===== config.mk =====
export PLATFORM = sky130hd
export DESIGN_NAME = wayalloc_ctrl
export DESIGN_NICKNAME = d
export VERILOG_FILES = /design/src/rtl/wayalloc_pkg.sv /design/src/rtl/wayalloc_hist.sv /design/src/rtl/wayalloc_decide.sv /design/src/rtl/wayalloc_capacc.sv /design/src/rtl/wayalloc_ctrl.sv
export SDC_FILE = /design/constraint.sdc
export NUM_CORES = 1
export LEC_CHECK = 0
export CAP_MARGIN = 20
export CORE_MARGIN = 2
export CORE_UTILIZATION = 60
export DETAILED_ROUTE_END_ITERATION = 8
export DONT_BUFFER_PORTS = 1
export PLACE_DENSITY = 0.82
export REMOVE_ABC_BUFFERS = 1
export SLEW_MARGIN = 30
export SYNTH_ARGS = -nofsm -noshare
export SYNTH_HDL_FRONTEND = slang
export SYNTH_SLANG_ARGS = --single-unit

===== constraint.sdc =====
create_clock -name clk -period 22.1 [get_ports clk]
set_input_delay 1.105 -clock clk [delete_from_list [all_inputs] [get_ports clk]]
set_output_delay 1.105 -clock clk [all_outputs]
set_load 0.01 [all_outputs]

===== src/rtl/wayalloc_pkg.sv =====
package wayalloc_pkg;

    localparam int unsigned DEF_POS_N     = 32;
    localparam int unsigned DEF_CNT_W     = 16;
    localparam int unsigned DEF_THR_W     = 12;
    localparam int unsigned DEF_THR_FRAC  = 4;
    localparam int unsigned DEF_MIN_WAYS  = 1;
    localparam int unsigned DEF_MAX_WAYS  = 32;
    localparam int unsigned DEF_INIT_WAYS = 8;
    localparam int unsigned DEF_MAX_SHIFT = 7;

    typedef enum logic [1:0] {
        STEP_HOLD   = 2'd0,
        STEP_GROW   = 2'd1,
        STEP_SHRINK = 2'd2
    } step_e;

    // Outcome of the two threshold comparisons
    typedef struct packed {
        logic above;   // front/back ratio beyond upper threshold
        logic below;   // front/back ratio beneath lower threshold
    } cmp_t;

    // Conflicting or absent votes hold; limits suppress the step
    function automatic step_e pick_step(input cmp_t c, input logic at_max, input logic at_min);
        if (c.above && !c.below && !at_max) return STEP_GROW;
        if (c.below && !c.above && !at_min) return STEP_SHRINK;
        return STEP_HOLD;
    endfunction

endpackage


===== src/rtl/wayalloc_hist.sv =====
module wayalloc_hist #(
    parameter int unsigned POS_N = wayalloc_pkg::DEF_POS_N,
    parameter int unsigned CNT_W = wayalloc_pkg::DEF_CNT_W,
    localparam int unsigned POS_W = (POS_N > 1) ? $clog2(POS_N) : 1
) (
    input  logic             clk,
    input  logic             rst,
    input  logic             hit_valid,
    input  logic [POS_W-1:0] hit_pos,
    input  logic             epoch_end,
    output logic [CNT_W-1:0] c_first,
    output logic [CNT_W-1:0] c_last
);

    localparam logic [CNT_W-1:0] CNT_MAX = '1;

    logic [CNT_W-1:0] cnt [POS_N];

    for (genvar g = 0; g < POS_N; g++) begin : g_pos
        logic sel;
        assign sel = hit_valid && (hit_pos == POS_W'(g));

        always_ff @(posedge clk) begin
            if (rst) begin
                cnt[g] <= '0;
            end else if (epoch_end) begin
                // a hit in the closing cycle opens the next epoch's count
                cnt[g] <= sel ? CNT_W'(1) : '0;
            end else if (sel && (cnt[g] != CNT_MAX)) begin
                cnt[g] <= cnt[g] + CNT_W'(1);
            end
        end
    end

    assign c_first = cnt[0];
    assign c_last  = cnt[POS_N-1];

endmodule


===== src/rtl/wayalloc_decide.sv =====
module wayalloc_decide
    import wayalloc_pkg::*;
#(
    parameter int unsigned CNT_W    = DEF_CNT_W,
    parameter int unsigned THR_W    = DEF_THR_W,
    parameter int unsigned THR_FRAC = DEF_THR_FRAC,
    parameter int unsigned MIN_WAYS = DEF_MIN_WAYS,
    parameter int unsigned MAX_WAYS = DEF_MAX_WAYS,
    localparam int unsigned WAY_W  = $clog2(MAX_WAYS + 1),
    localparam int unsigned PROD_W = CNT_W + THR_W + 1
) (
    input  logic [CNT_W-1:0] c_first,
    input  logic [CNT_W-1:0] c_last,
    input  logic [THR_W-1:0] thr_lo,
    input  logic [THR_W-1:0] thr_hi,
    input  logic [WAY_W-1:0] ways,
    output step_e            step
);

    logic [PROD_W-1:0] lhs;
    logic [PROD_W-1:0] rhs_hi;
    logic [PROD_W-1:0] rhs_lo;
    cmp_t              cmp;
    logic              at_max;
    logic              at_min;

    // C_first / C_last vs thr / 2^FRAC, cross-multiplied: no divider
    assign lhs    = PROD_W'(c_first) << THR_FRAC;
    assign rhs_hi = PROD_W'(thr_hi) * PROD_W'(c_last);
    assign rhs_lo = PROD_W'(thr_lo) * PROD_W'(c_last);

    assign cmp.above = lhs > rhs_hi;
    assign cmp.below = lhs < rhs_lo;

    assign at_max = ways >= WAY_W'(MAX_WAYS);
    assign at_min = ways <= WAY_W'(MIN_WAYS);

    assign step = pick_step(cmp, at_max, at_min);

endmodule


===== src/rtl/wayalloc_capacc.sv =====
module wayalloc_capacc #(
    parameter int unsigned WAY_W     = 6,
    parameter int unsigned MAX_SHIFT = wayalloc_pkg::DEF_MAX_SHIFT,
    localparam int unsigned SH_W  = $clog2(MAX_SHIFT + 1),
    localparam int unsigned EC_W  = MAX_SHIFT + 1,
    localparam int unsigned SUM_W = WAY_W + MAX_SHIFT
) (
    input  logic             clk,
    input  logic             rst,
    input  logic             epoch_end,
    input  logic [WAY_W-1:0] ways_in,
    input  logic [SH_W-1:0]  win_shift,
    output logic [WAY_W-1:0] cap_req,
    output logic             cap_valid
);

    logic [SUM_W-1:0] sum_q;
    logic [SUM_W-1:0] sum_next;
    logic [EC_W-1:0]  ep_q;
    logic [SH_W-1:0]  sh_eff;
    logic             last_ep;

    assign sh_eff   = (win_shift > SH_W'(MAX_SHIFT)) ? SH_W'(MAX_SHIFT) : win_shift;
    assign last_ep  = ep_q == ((EC_W'(1) << sh_eff) - EC_W'(1));
    assign sum_next = sum_q + SUM_W'(ways_in);

    always_ff @(posedge clk) begin
        if (rst) begin
            sum_q     <= '0;
            ep_q      <= '0;
            cap_req   <= '0;
            cap_valid <= 1'b0;
        end else begin
            cap_valid <= 1'b0;
            if (epoch_end) begin
                if (last_ep) begin
                    cap_req   <= WAY_W'(sum_next >> sh_eff);
                    cap_valid <= 1'b1;
                    sum_q     <= '0;
                    ep_q      <= '0;
                end else begin
                    sum_q <= sum_next;
                    ep_q  <= ep_q + EC_W'(1);
                end
            end
        end
    end

endmodule


===== src/rtl/wayalloc_ctrl.sv =====
module wayalloc_ctrl
    import wayalloc_pkg::*;
#(
    parameter int unsigned POS_N     = DEF_POS_N,
    parameter int unsigned CNT_W     = DEF_CNT_W,
    parameter int unsigned THR_W     = DEF_THR_W,
    parameter int unsigned THR_FRAC  = DEF_THR_FRAC,
    parameter int unsigned MIN_WAYS  = DEF_MIN_WAYS,
    parameter int unsigned MAX_WAYS  = DEF_MAX_WAYS,
    parameter int unsigned INIT_WAYS = DEF_INIT_WAYS,
    parameter int unsigned MAX_SHIFT = DEF_MAX_SHIFT,
    localparam int unsigned POS_W = (POS_N > 1) ? $clog2(POS_N) : 1,
    localparam int unsigned WAY_W = $clog2(MAX_WAYS + 1),
    localparam int unsigned SH_W  = $clog2(MAX_SHIFT + 1)
) (
    input  logic             clk,
    input  logic             rst,
    input  logic             hit_valid,
    input  logic [POS_W-1:0] hit_pos,
    input  logic             epoch_end,
    input  logic [THR_W-1:0] thr_lo,
    input  logic [THR_W-1:0] thr_hi,
    input  logic [SH_W-1:0]  win_shift,
    output logic [WAY_W-1:0] ways,
    output logic [WAY_W-1:0] cap_req,
    output logic             cap_valid
);

    logic [CNT_W-1:0] c_first;
    logic [CNT_W-1:0] c_last;
    step_e            step;
    logic [WAY_W-1:0] ways_q;

    wayalloc_hist #(.POS_N(POS_N), .CNT_W(CNT_W)) u_hist (
        .clk       (clk),
        .rst       (rst),
        .hit_valid (hit_valid),
        .hit_pos   (hit_pos),
        .epoch_end (epoch_end),
        .c_first   (c_first),
        .c_last    (c_last)
    );

    wayalloc_decide #(
        .CNT_W(CNT_W), .THR_W(THR_W), .THR_FRAC(THR_FRAC),
        .MIN_WAYS(MIN_WAYS), .MAX_WAYS(MAX_WAYS)
    ) u_decide (
        .c_first (c_first),
        .c_last  (c_last),
        .thr_lo  (thr_lo),
        .thr_hi  (thr_hi),
        .ways    (ways_q),
        .step    (step)
    );

    always_ff @(posedge clk) begin
        if (rst) begin
            ways_q <= WAY_W'(INIT_WAYS);
        end else if (epoch_end) begin
            case (step)
                STEP_GROW:   ways_q <= ways_q + WAY_W'(1);
                STEP_SHRINK: ways_q <= ways_q - WAY_W'(1);
                default:     ways_q <= ways_q;
            endcase
        end
    end

    // the allocation in force during the closing epoch feeds the window sum
    wayalloc_capacc #(.WAY_W(WAY_W), .MAX_SHIFT(MAX_SHIFT)) u_capacc (
        .clk       (clk),
        .rst       (rst),
        .epoch_end (epoch_end),
        .ways_in   (ways_q),
        .win_shift (win_shift),
        .cap_req   (cap_req),
        .cap_valid (cap_valid)
    );

    assign ways = ways_q;

endmodule


# [After elaboration in Yosys (flattened, before gate mapping)]
# Memories as Yosys holds them, arrays and structs flattened.
# Cells that the tools add are included.
[classes] muxes=241 n_bitwise=65 eq_ne=66 n_reduce_logical=77 order_cmp=5 shift=2 n_mul=2 add_sub_neg=37
[ops] op="16-bit two-way mux" n=64
[ops] op="16-bit by 1-bit adder with 16-bit output, second input constant" n=32
[ops] op="16-bit inequality test, second input constant" n=32
[ops] op="1-bit two-way mux" n=169
[ops] op="5-bit equality test, second input constant" n=16
[ops] op="1-bit logical AND" n=68
[ops] op="1-bit bitwise OR" n=64
[ops] op="12-bit by 16-bit multiplier with 28-bit output" n=2
[ops] op="5-bit by 4-bit equality test with 1-bit output, second input constant" n=8
[ops] op="20-bit by 28-bit > comparator with 1-bit output" n=1
[ops] op="20-bit by 28-bit < comparator with 1-bit output" n=1
[ops] op="5-bit by 3-bit equality test with 1-bit output, second input constant" n=4
[ops] op="13-bit by 6-bit adder with 13-bit output" n=1
[ops] op="13-bit two-way mux" n=1
[ops] op="13-bit by 3-bit >> shifter with 6-bit output" n=1
[ops] op="6-bit one-hot mux with 2 select lines" n=1
[ops] op="5-bit by 2-bit equality test with 1-bit output, second input constant" n=2
[ops] op="8-bit by 1-bit adder with 8-bit output, second input constant" n=1
[ops] op="8-bit equality test" n=1
[ops] op="2-bit two-way mux" n=4
[ops] op="8-bit two-way mux" n=1
[ops] op="1-bit by 3-bit << shifter with 8-bit output, first input constant" n=1
[ops] op="8-bit by 1-bit subtractor with 8-bit output, second input constant" n=1
[ops] op="6-bit by 1-bit adder with 6-bit output, second input constant" n=1
[ops] op="14 further kinds" n=18
[totals] word_cells=501 regBits=34 mem_bits_rw=512 n_memories=1 output_inout_bits=13 in_bits=36
[mem_list] name="u_hist.cnt" depth=32 width=16 rd=32 rd_clocked_by_memory_dff=0 write_ports=32 line_no="wayalloc_hist.sv:17" text="logic [CNT_W-1:0] cnt [POS_N];"

# [Logic depth before layout (Yosys ltp)]
# Gate-level depths: netlist of run 1.
# An unclocked memory read counts as a cell.
[logic_depth] depth_word=13 mapped_depth=33 depth_no_buf=31

# [By module]
# A second synthesis of run 1 with hierarchy kept.
[unflattened] hier_cells=2104 area_unflattened_um2=17608.1
[by_module_without_submodules] module="wayalloc_decide" seq_area_each_um2=0.0 cells_each=1591 instances=1 area_per_inst_um2=13147.6
[by_module_without_submodules] module="wayalloc_capacc" seq_area_each_um2=560.5 cells_each=279 instances=1 area_per_inst_um2=2107.0
[by_module_without_submodules] module="wayalloc_hist" seq_area_each_um2=960.9 cells_each=169 instances=1 area_per_inst_um2=1795.5
[by_module_without_submodules] module="wayalloc_ctrl" seq_area_each_um2=120.1 cells_each=65 instances=1 area_per_inst_um2=558.0

# [Least setup slack after synthesis of run 1]
# Ideal clock, no wire load.
[synth_path] path_kind="input to register" from="in thr_hi[3]" to="reg ways_q[2], in the netlist ways[2]" stages=30 required_time_ns=21.966 arrival_ns=8.077 n_path_buf=2 setup_time_ns=0.134 slack_ns=13.889 path_cell_list="clkbuf_1 -> nand2_1 -> fa_1 -> fa_1 -> fa_1 -> inv_1 -> fa_1 -> inv_1 -> fa_1 -> inv_1 -> ha_1 -> buf_6 -> a21oi_1 -> and3b_1 -> or3_1 -> o21ai_0 -> nand2b_1 -> a31oi_1 -> xor2_1 -> ha_1 -> nand4_1 -> nor4b_1 -> nand3_1 -> o2111a_1 -> o211ai_1 -> nor3b_2 -> o2111a_2 -> nor3_2 -> mux2_2 -> or4_1"
[synth_between] elab_chain_cells=12 elab_cells_between_ends=18 cone_classes="mul: 1; order compare: 1; eq/ne: 2; mux: 7; reduce/logical: 7"
[synth_rtl] element="from (decl)" line_no="wayalloc_ctrl.sv:22" text="input logic [THR_W-1:0] thr_hi,"
[synth_rtl] element="12-bit by 16-bit multiplier with 28-bit output *" line_no="wayalloc_decide.sv:29" text="assign rhs_hi = PROD_W'(thr_hi) * PROD_W'(c_last);"
[synth_rtl] element="20-bit by 28-bit > comparator with 1-bit output *" line_no="wayalloc_decide.sv:32" text="assign cmp.above = lhs > rhs_hi;"
[synth_rtl] element="1-bit zero test" line_no="wayalloc_pkg.sv:27" text="if (c.below && !c.above && !at_min) return STEP_SHRINK;"
[synth_rtl] element="1-bit logical AND (2 in a row)" line_no="wayalloc_pkg.sv:27"
[synth_rtl] element="1-bit two-way mux (2 in a row)" line_no="wayalloc_pkg.sv:27"
[synth_rtl] element="2-bit two-way mux" line_no="wayalloc_pkg.sv:28" text="return STEP_HOLD;"
[synth_rtl] element="2-bit two-way mux *" line_no="wayalloc_pkg.sv:27"
[synth_rtl] element="2-bit equality test / 2-bit by 1-bit equality test with 1-bit output (equally long branches)" line_no="wayalloc_ctrl.sv:60" text="case (step)"
[synth_rtl] element="2-bit nonzero test (no line)"
[synth_rtl] element="2-bit AND reduction (no line)"
[synth_rtl] element="to (signal assigned)" line_no="wayalloc_ctrl.sv:61" text="STEP_GROW: ways_q <= ways_q + WAY_W'(1);"
[synth_rtl] element="to (signal assigned)" line_no="wayalloc_ctrl.sv:62" text="STEP_SHRINK: ways_q <= ways_q - WAY_W'(1);"
[synth_rtl] element="to (signal assigned)" line_no="wayalloc_ctrl.sv:63" text="default: ways_q <= ways_q;"
[synth_rtl] element="to (decl)" line_no="wayalloc_ctrl.sv:32" text="logic [WAY_W-1:0] ways_q;"
# Every way passes the cells marked *; elsewhere a longest branch is shown, timed or not. The select of a mux whose other input is x is not followed.
# A chain may end at the register's enable or synchronous reset.

==> results of run 1 <==
-- worst max-delay path, delay by kind of cell (launching register included) --
| kind | cells | cell delay, ns |
|---|---|---|
| adder cells (fa/ha/maj) | 7 | 3.17 |
| AND/OR/NAND/NOR | 11 | 2.40 |
| AO/OA/AOI/OAI | 5 | 0.96 |
| flip-flops | 1 | 0.71 |
| buffers and inverters | 4 | 0.50 |
| multiplexers | 1 | 0.38 |
| XOR/XNOR | 1 | 0.11 |
-- through the flow --
step	utilization, %	area (sq um)	power (mW)	std cells	hold WS, ns
after CTS	61.9	18300	1.10	2459	0.490
after global routing	62.0	18300	1.22	2461	0.507
final	62.0	18300	1.11	2461	0.490
after detailed placement	60.9	18000	0.945	2443	0.473
after floorplan	-	17400	0.743	2038	0.451
after global placement	60.9	18000	0.915	2443	0.468
-- cells by family (layout without fill, tap and decap cells) --
group           Yosys count  count (layout)  share of synthesized area [%]
simple gates            747             747                           20.3
buf+inv                 497             422                           10.9
fa+ha+maj               458             458                           43.9
compound gates          278             278                           10.5
xor+xnor                 85              85                           4.22
flops                    66              66                           9.20
mux                      15              15                          0.954
-- synthesized netlist by cell type, types with 4 or more instances --
| cell type | instances | area [sq um] |
|---|---|---|
| nand4b_1 | 6 | 52.6 |
| nor3_1 | 22 | 110 |
| buf_6 | 4 | 45.0 |
| o21ai_1 | 6 | 30.0 |
| a22o_1 | 7 | 61.3 |
| and3_1 | 14 | 87.6 |
| o21ai_0 | 49 | 245 |
| nor2_1 | 101 | 379 |
| nand3b_1 | 5 | 37.5 |
| o211ai_1 | 8 | 60.1 |
| nand2_1 | 338 | 1270 |
| o31ai_1 | 6 | 45.0 |
| buf_2 | 8 | 40.0 |
| clkbuf_1 | 88 | 330 |
| o21a_1 | 9 | 67.6 |
| mux2i_1 | 11 | 110 |
| xor2_1 | 41 | 359 |
| inv_1 | 389 | 1460 |
| o21bai_1 | 4 | 30.0 |
| a21oi_1 | 79 | 395 |
| a211oi_1 | 16 | 120 |
| and4_1 | 4 | 35.0 |
| nand3_1 | 43 | 215 |
| dfxtp_1 | 34 | 681 |
| fa_1 | 281 | 5630 |
| nor2b_1 | 7 | 43.8 |
| ha_1 | 177 | 2210 |
| edfxtp_1 | 32 | 961 |
| xnor2_1 | 43 | 377 |
| nand2b_1 | 7 | 43.8 |
| and2_1 | 128 | 801 |
| nor4_1 | 6 | 37.5 |
| a31oi_1 | 10 | 62.6 |
| nand4_1 | 31 | 194 |
| a21o_1 | 22 | 165 |
-- layout make-up --
class | count | area (sq um) | share of cell area (%)
clock buffers | 9 | 225 | 1.23
clock inverters | 7 | 67.6 | 0.370
inverters | 389 | 1460 | 7.99
multi-input cells | 1583 | 14300 | 78.0
flip-flops and latches | 66 | 1640 | 8.98
well taps | 390 | 488 | 2.67
repair buffers | 17 | 139 | 0.760
-- flip-flops by register name, summed over array words and instances, names as in the netlist --
register and count:
u_hist.cnt 32, u_capacc.cap_req 6, u_capacc.sum_q 13, u_capacc.ep_q 8
u_capacc.cap_valid 1, ways 6
-- worst max path at each step --
stage                       from  slack [ns]       to  depth (start not counted)
2_1_floorplan          thr_hi[3]       14.22  ways[2]                         28
3_3_place_gp           thr_hi[3]       13.88  ways[2]                         28
3_5_place_dp   u_hist.cnt[7][52]       13.66  ways[2]                         28
4_1_cts        u_hist.cnt[7][52]       13.61  ways[2]                         28
5_1_grt        u_hist.cnt[7][59]       13.42  ways[2]                         29
6_report       u_hist.cnt[7][59]       13.75  ways[2]                         29
-- per-layer routing --
| layer | GRT usage (%) | up-vias | share of wire (%) |
|---|---|---|---|
| li1 | - | 6656 | - |
| met1 | 40.0 | 7209 | 41 |
| met2 | 48.5 | 669 | 47 |
| met3 | 6.93 | 105 | 9.0 |
| met4 | 9.68 | 0 | 2.7 |
| met5 | 0 | - | 0 |
-- power by group through the flow --
stage | Combinational (mW) | Clock, mW | Sequential (mW)
2_1_floorplan | 0.587 | 0 | 0.156
3_3_place_gp | 0.757 | 0 | 0.158
3_5_place_dp | 0.786 | 0 | 0.159
4_1_cts | 0.795 | 0.146 | 0.156
5_1_grt | 0.909 | 0.152 | 0.158
6_report | 0.807 | 0.145 | 0.155
==> impl_metrics.py, run 1 <==
metrics = {
    "outcome": {
        "status": "complete, no violations",
    },
    "cells_and_area": {
        "final_common_cell": "inv_1",
        "nFillCells": 2440,
        "drive_gt1_share_pct": 3.67,
        "antenna_cells": 0,
        "layout.nets": 2560,
        "final_cell_mix": "389 x inv_1, 338 x nand2_1, 281 x fa_1",
        "areaGrowthSynthToFinish_pct": 2.48,
    },
    "timing": {
        "final-hold-violation-count": 0,
        "finClkSkew_ns": 0.00917,
        "fin_ws_ns": 13.75,
        "tightest_slew_ns": 0.788,
        "fmax_mhz": 120,
        "setup_viol": 0,
        "setup_tns_ns": 0,
        "slew_viol_final": 0,
        "slew_headroom_pct": 47.5,
        "rsz0062_at_grt": "no",
        "min_period_over_period_pct": 37.8,
        "final.min_clock_period_ns": 8.35,
    },
    "worst_setup_path": {
        "crit_top_cell": "fa_1",
        "rr_endpoint": "ways[2]",
        "rr_worst_depth": 29,
        "ff2ff_setup_slack_ns": 13.75,
        "critical_path_class": "flip-flop to flip-flop",
        "required_ns": 22.32,
        "critical_path.max_stage_delay_ns": 0.71,
        "start_kind": "flip-flop",
        "arrival_ns": 8.58,
        "cp_max_fo": 16,
        "slowest_stage": "edfxtp_1",
        "r2r_start": "u_hist.cnt[7][59]",
        "endpoint_kind": "flip-flop",
    },
    "power": {
        "vdd_ir_drop_max_v": 0.0000458,
        "switching_share_pct": 51.6,
        "power.leakage_nw": 8.95,
        "clkPwrFrac_pct": 13.1,
        "powerDensity_nw_per_um2": 60.6,
        "switchingPower_mw": 0.571,
        "seqPwrFrac_pct": 14.0,
        "intPower_mw": 0.536,
        "p_comb_share_pct": 72.9,
    },
    "routing": {
        "drt-wirelength-per-cell_um": 17.7,
        "detailedRoute.firstPassIterationCount": 6,
        "viasPerCell": 5.95,
        "first_iter_violations": 1143,
        "vias": 14600,
        "drt-total-wl_um": 43600,
        "post-route-drc-count": 0,
        "postRouteAntennaNets": 0,
    },
    "synth": {
        "synth-async-reset-ratio_pct": 0,
        "netlist_area_sq_um": 17800,
        "yosysWarningCount": 0,
        "synth-seq-cells": 66,
        "seq_area_frac_synth_pct": 9.20,
        "synthCells": 2146,
        "synthFlopType": "dfxtp_1",
        "synth_cell_types": 96,
        "synth_area_per_cell_sq_um": 8.31,
        "synth_edf_count": 32,
    },
    "clock_network": {
        "cts_resized": 0,
        "cts.sinks": 66,
        "cts_tree": "done",
        "numCtsBuffers": 9,
        "clockBufferDepth": 2,
        "postCtsHoldBufs": 0,
        "clk_latency_ns": 0.35,
        "cts_setup_buffers": 0,
        "cts_max_level": 3,
        "root_buffer": "clkbuf_16",
        "cts.clk_slew.worst_paths_ns": 0.06,
    },
    "worst_hold_path": {
        "hp-start": "u_capacc.sum_q[2]",
        "hold_end": "u_capacc.sum_q[2]",
        "min_path_cells": 1,
        "hp-class": "flip-flop to flip-flop",
    },
    "grt": {
        "track_usage_pct": 30.0,
        "grt_pass1_vias": 15200,
        "overflow": 0,
        "antenna_found_initial": 0,
        "grt_start_max_net_pins": 29,
        "grt_pass1_wl_um": 75300,
    },
    "floorplanning": {
        "die_h_um": 176,
        "die_w_um": 176,
        "initial_utilization_pct": 60.5,
        "dieArea_sq_um": 31100,
        "row_count": 63,
        "core_sq_um": 29500,
        "pin_count": 49,
    },
    "placement": {
        "place.gp.congestion": 0.924,
        "dpl.hpwl_um": 34400,
        "portBuffers": 0,
        "dp_slack_ns": 13.66,
    },
    "flow_run": {
        "drv_cap": 0,
    },
}
(Power assumes the default switching activity.)
==> run 2, diff against run 1 <==
Clock period 22.1 ns to 7.9 ns, I/O delays scaled along.
==> impl_metrics.py, run 2 (synthesis gave the netlist of run 1 again) <==
metrics = {
    "outcome": {
        "status": "complete, no violations",
    },
    "floorplanning": {
        "die_w_um": 176,
        "pin_count": 49,
        "dieArea_sq_um": 31100,
        "row_count": 63,
        "die_h_um": 176,
        "core_sq_um": 29500,
        "initial_utilization_pct": 60.5,
    },
    "cells_and_area": {
        "layout.nets": 2605,
        "design_area_sq_um": 18700,
        "areaGrowthSynthToFinish_pct": 4.92,
        "antenna_cells": 0,
        "final_cell_mix": "389 x inv_1, 337 x nand2_1, 280 x fa_1",
        "top_register": "u_hist.cnt",
        "final_common_cell": "inv_1",
        "drive_gt1_share_pct": 6.57,
        "reg_top3": "u_hist.cnt (32), u_capacc.sum_q (13), u_capacc.ep_q (8)",
        "largest_reg_flops": 32,
    },
    "timing": {
        "slew_headroom_pct": 47.8,
        "setup_viol": 0,
        "final.min_clock_period_ns": 7.63,
        "tightest_slew_ns": 0.776,
        "fmax_mhz": 131,
        "final-hold-violation-count": 0,
        "setup_tns_ns": 0,
        "slew_viol_final": 0,
        "finClkSkew_ns": 0.00957,
        "whs_ns": 0.122,
        "min_period_over_period_pct": 96.5,
    },
    "routing": {
        "viasPerCell": 5.84,
        "drt-total-wl_um": 44200,
        "drt-wirelength-per-cell_um": 17.6,
        "first_iter_violations": 1225,
        "detailedRoute.firstPassIterationCount": 5,
        "postRouteAntennaNets": 0,
        "post-route-drc-count": 0,
        "vias": 14600,
    },
    "clock_network": {
        "root_buffer": "clkbuf_16",
        "cts_tree": "done",
        "cts.sinks": 66,
        "cts.clk_slew.worst_paths_ns": 0.06,
        "clockBufferDepth": 2,
        "postCtsHoldBufs": 0,
        "clk_latency_ns": 0.35,
        "cts_max_level": 3,
        "numCtsBuffers": 9,
    },
    "worst_hold_path": {
        "hp-class": "input pin to flip-flop",
        "min_path_cells": 1,
    },
    "worst_setup_path": {
        "critical_path_class": "flip-flop to flip-flop",
        "crit_top_cell": "fa_1",
        "endpoint_kind": "flip-flop",
        "slowest_stage": "fa_1",
        "start_kind": "flip-flop",
        "critical_path.max_stage_delay_ns": 0.55,
        "cp_max_fo": 11,
        "arrival_ns": 7.84,
        "rr_worst_depth": 31,
        "required_ns": 8.11,
    },
    "power": {
        "vdd_ir_drop_max_v": 0.000143,
        "power.leakage_nw": 9.19,
        "powerDensity_nw_per_um2": 170,
    },
    "grt": {
        "grt_pass1_vias": 15100,
        "grt_start_max_net_pins": 27,
        "antenna_found_initial": 0,
        "overflow": 0,
        "grt_pass1_wl_um": 73500,
        "track_usage_pct": 29.5,
    },
    "placement": {
        "dpl_cell_area_sq_um": 18100,
        "place.gp.congestion": 0.975,
        "dpl.hpwl_um": 35600,
        "portBuffers": 0,
    },
    "flow_run": {
        "drv_cap": 0,
    },
}
==> run 2: cell types whose count changed in the layout (fill, tap and decap cells not counted), sizes merged <==
| cell | before | now |
|---|---|---|
| buf | 17 | 62 |
| clkbuf | 9 | 13 |
| clkinv | 4 | 2 |
| bufinv | 1 | 0 |
| inv | 391 | 390 |
==> run 2: final timing paths <==
path / end / startpoint / slack, ns
setup / recovery: ways[2] / u_hist.cnt[7][53] / 0.27
hold / removal: ways[0] / rst / 0.12
setup reg to reg: ways[2] / u_hist.cnt[7][53] / 0.27
hold reg to reg: u_capacc.sum_q[2] / u_capacc.sum_q[2] / 0.49
==> run 2: routing by layer <==
layer	up-vias	routed length (um)	track usage [%]
li1	6749	-	-
met1	7165	17900	38.5
met2	622	21300	48.9
met3	89	3870	6.48
met4	0	1070	9.37
met5	-	0	0
==> run 2: metrics by stage <==
stage               std cells  setup slack [ns]  total power, mW  utilization, %
detailed placement       2464            0.0275             2.66            61.5
CTS                      2481            0.0437             3.08            62.5
global route             2506           -0.0115             3.46            63.5
global placement         2464             0.270             2.58            61.5
floorplan                2038             0.344             2.08               -
finish                   2506             0.273             3.18            63.5
==> run 2: final cells by class <==
type | count | area (sq um)
multi-input combinational | 1583 | 14300
fill | 2381 | 10800
sequential | 66 | 1640
inverter | 389 | 1460
timing repair buffer | 62 | 498
tap | 390 | 488
clock buffer | 13 | 272
clock inverter | 3 | 20.0
==> run 2: critical path: cells and delay by family, from the launching register on <==
family          cells  cell delay [ns]
flops               1             0.51
fa+ha+maj           7             3.00
xor+xnor            1             0.24
simple gates        8             1.39
buf+inv             6             0.68
compound gates      9             1.68
==> run 2: repair_timing <==
item,CTS,global route
resized for setup,0,32
endpoints found under the setup margin,1,5
setup buffers,1,25
pin swaps,0,13
==> run 2: power by group <==
part | total, mW | switching, mW | leakage, nW | internal, mW
clock network | 0.396 | 0.156 | 0.145 | 0.241
logic | 2.35 | 1.41 | 8.41 | 0.933
registers | 0.434 | 0.0508 | 0.633 | 0.383
total | 3.18 | 1.62 | 9.19 | 1.56
==> run 3, diff against run 2 <==
Settings changed: CORE_UTILIZATION 60 to 68, PLACE_DENSITY 0.82 to 0.9.
==> impl_metrics.py, run 3 (synthesis gave the netlist of run 1 again) <==
metrics = {
    "outcome": {
        "status": "complete, no violations",
    },
    "grt": {
        "grt_pass1_vias": 15900,
        "track_usage_pct": 34.0,
        "overflow": 0,
        "grt_start_max_net_pins": 28,
        "antenna_found_initial": 1,
        "grt_pass1_wl_um": 76400,
    },
    "clock_network": {
        "postCtsHoldBufs": 0,
        "clk_latency_ns": 0.34,
        "cts_max_level": 3,
        "cts.sinks": 66,
        "cts.clk_slew.worst_paths_ns": 0.06,
        "root_buffer": "clkbuf_16",
        "clockBufferDepth": 2,
        "cts_tree": "done",
        "numCtsBuffers": 9,
    },
    "worst_setup_path": {
        "cp_max_fo": 8,
        "endpoint_kind": "flip-flop",
        "ff2ff_setup_slack_ns": 0.24,
        "critical_path.max_stage_delay_ns": 0.55,
        "rr_endpoint": "ways[2]",
        "arrival_ns": 7.88,
        "r2r_start": "u_hist.cnt[7][51]",
        "required_ns": 8.12,
        "start_kind": "flip-flop",
        "critical_path_class": "flip-flop to flip-flop",
        "crit_top_cell": "fa_1",
        "slowest_stage": "fa_1",
        "rr_worst_depth": 28,
    },
    "timing": {
        "finClkSkew_ns": 0.00624,
        "min_period_over_period_pct": 96.9,
        "final-hold-violation-count": 0,
        "fmax_mhz": 131,
        "tightest_slew_ns": 0.772,
        "slew_headroom_pct": 48.4,
        "slew_viol_final": 0,
        "fin_ws_ns": 0.241,
        "setup_viol": 0,
        "final.min_clock_period_ns": 7.66,
    },
    "cells_and_area": {
        "final_common_cell": "inv_1",
        "drive_gt1_share_pct": 6.30,
        "antenna_cells": 0,
        "top_register": "u_hist.cnt",
        "layout.nets": 2601,
        "final_core_util_pct": 71.8,
        "final_cell_mix": "389 x inv_1, 338 x nand2_1, 281 x fa_1",
        "largest_reg_flops": 32,
        "reg_top3": "u_hist.cnt (32), u_capacc.sum_q (13), u_capacc.ep_q (8)",
        "design_area_sq_um": 18600,
        "areaGrowthSynthToFinish_pct": 4.29,
    },
    "worst_hold_path": {
        "hp-class": "input pin to flip-flop",
        "min_path_cells": 1,
        "hold_end": "ways[0]",
        "hp-start": "rst",
    },
    "flow_run": {
        "drv_cap": 0,
    },
    "floorplanning": {
        "initial_utilization_pct": 68.8,
        "die_w_um": 166,
        "die_h_um": 166,
        "dieArea_sq_um": 27500,
        "row_count": 59,
        "pin_count": 49,
        "core_sq_um": 25900,
    },
    "routing": {
        "first_iter_violations": 1439,
        "vias": 15200,
        "post-route-drc-count": 0,
        "postRouteAntennaNets": 0,
        "viasPerCell": 6.23,
        "drt-wirelength-per-cell_um": 19.3,
        "drt-total-wl_um": 47100,
        "detailedRoute.firstPassIterationCount": 8,
    },
    "placement": {
        "dpl_cell_area_sq_um": 18000,
        "portBuffers": 0,
        "dpl.hpwl_um": 36000,
        "dp_slack_ns": 0.135,
        "place.gp.congestion": 0.972,
    },
    "power": {
        "powerDensity_nw_per_um2": 173,
        "vdd_ir_drop_max_v": 0.000164,
        "power.leakage_nw": 9.18,
    },
}
[run 3: timing repair]
item	4_1_cts	5_1_grt
gates resized for setup	0	22
endpoints found under the setup margin	0	6
buffers inserted	0	24
[run 3: cell type report]
type	instances	area, sq um
timing repair buffer	58	455
clock buffer	12	278
clock inverter	3	20.0
inverter	389	1460
sequential	66	1640
multi-input combinational	1583	14300
tap	335	419
fill	1750	7310
[run 3: through the flow]
step	hold slack, ns	total power, mW	TNS (ns)	std cells
final	0.120	3.22	0	2446
after global routing	0.123	3.49	-0.158	2446
after CTS	0.119	3.09	0	2422
after detailed placement	0.478	2.66	0	2407
after global placement	0.468	2.58	0	2407
after floorplan	0.451	2.08	0	2038
[run 3: metal layers]
layer	global-route usage, %	routed length [um]	up-vias
met5	0	18	-
met4	14.8	2240	2
met3	8.08	4800	216
met2	55.5	22200	899
met1	43.7	17900	7377
li1	-	-	6748
[run 3: how the worst max path moves through the flow]
stage / slack (ns) / cells after the start / startpoint / to
floorplan: 0.34 / 28 / u_hist.cnt[7][55] / ways[2]
global placement: 0.34 / 28 / u_hist.cnt[7][53] / ways[2]
detailed placement: 0.14 / 29 / u_hist.cnt[7][53] / ways[2]
CTS: 0.11 / 28 / u_hist.cnt[7][55] / ways[2]
global route: -0.08 / 27 / u_hist.cnt[7][51] / ways[5]
finish: 0.24 / 28 / u_hist.cnt[7][51] / ways[2]
[run 3: report_power, final]
part,internal [mW],switching [mW],leakage (nW)
Sequential,0.383,0.0501,0.633
Clock,0.247,0.160,0.150
Combinational,0.944,1.44,8.39
[run 3: worst max-delay path, delay by kind of cell, from the launching register on]
family          cells  cell delay, ns
compound gates      6            1.03
xor+xnor            1            0.11
fa+ha+maj           7            3.13
buf+inv             3            0.33
flops               1            0.51
simple gates       11            2.40
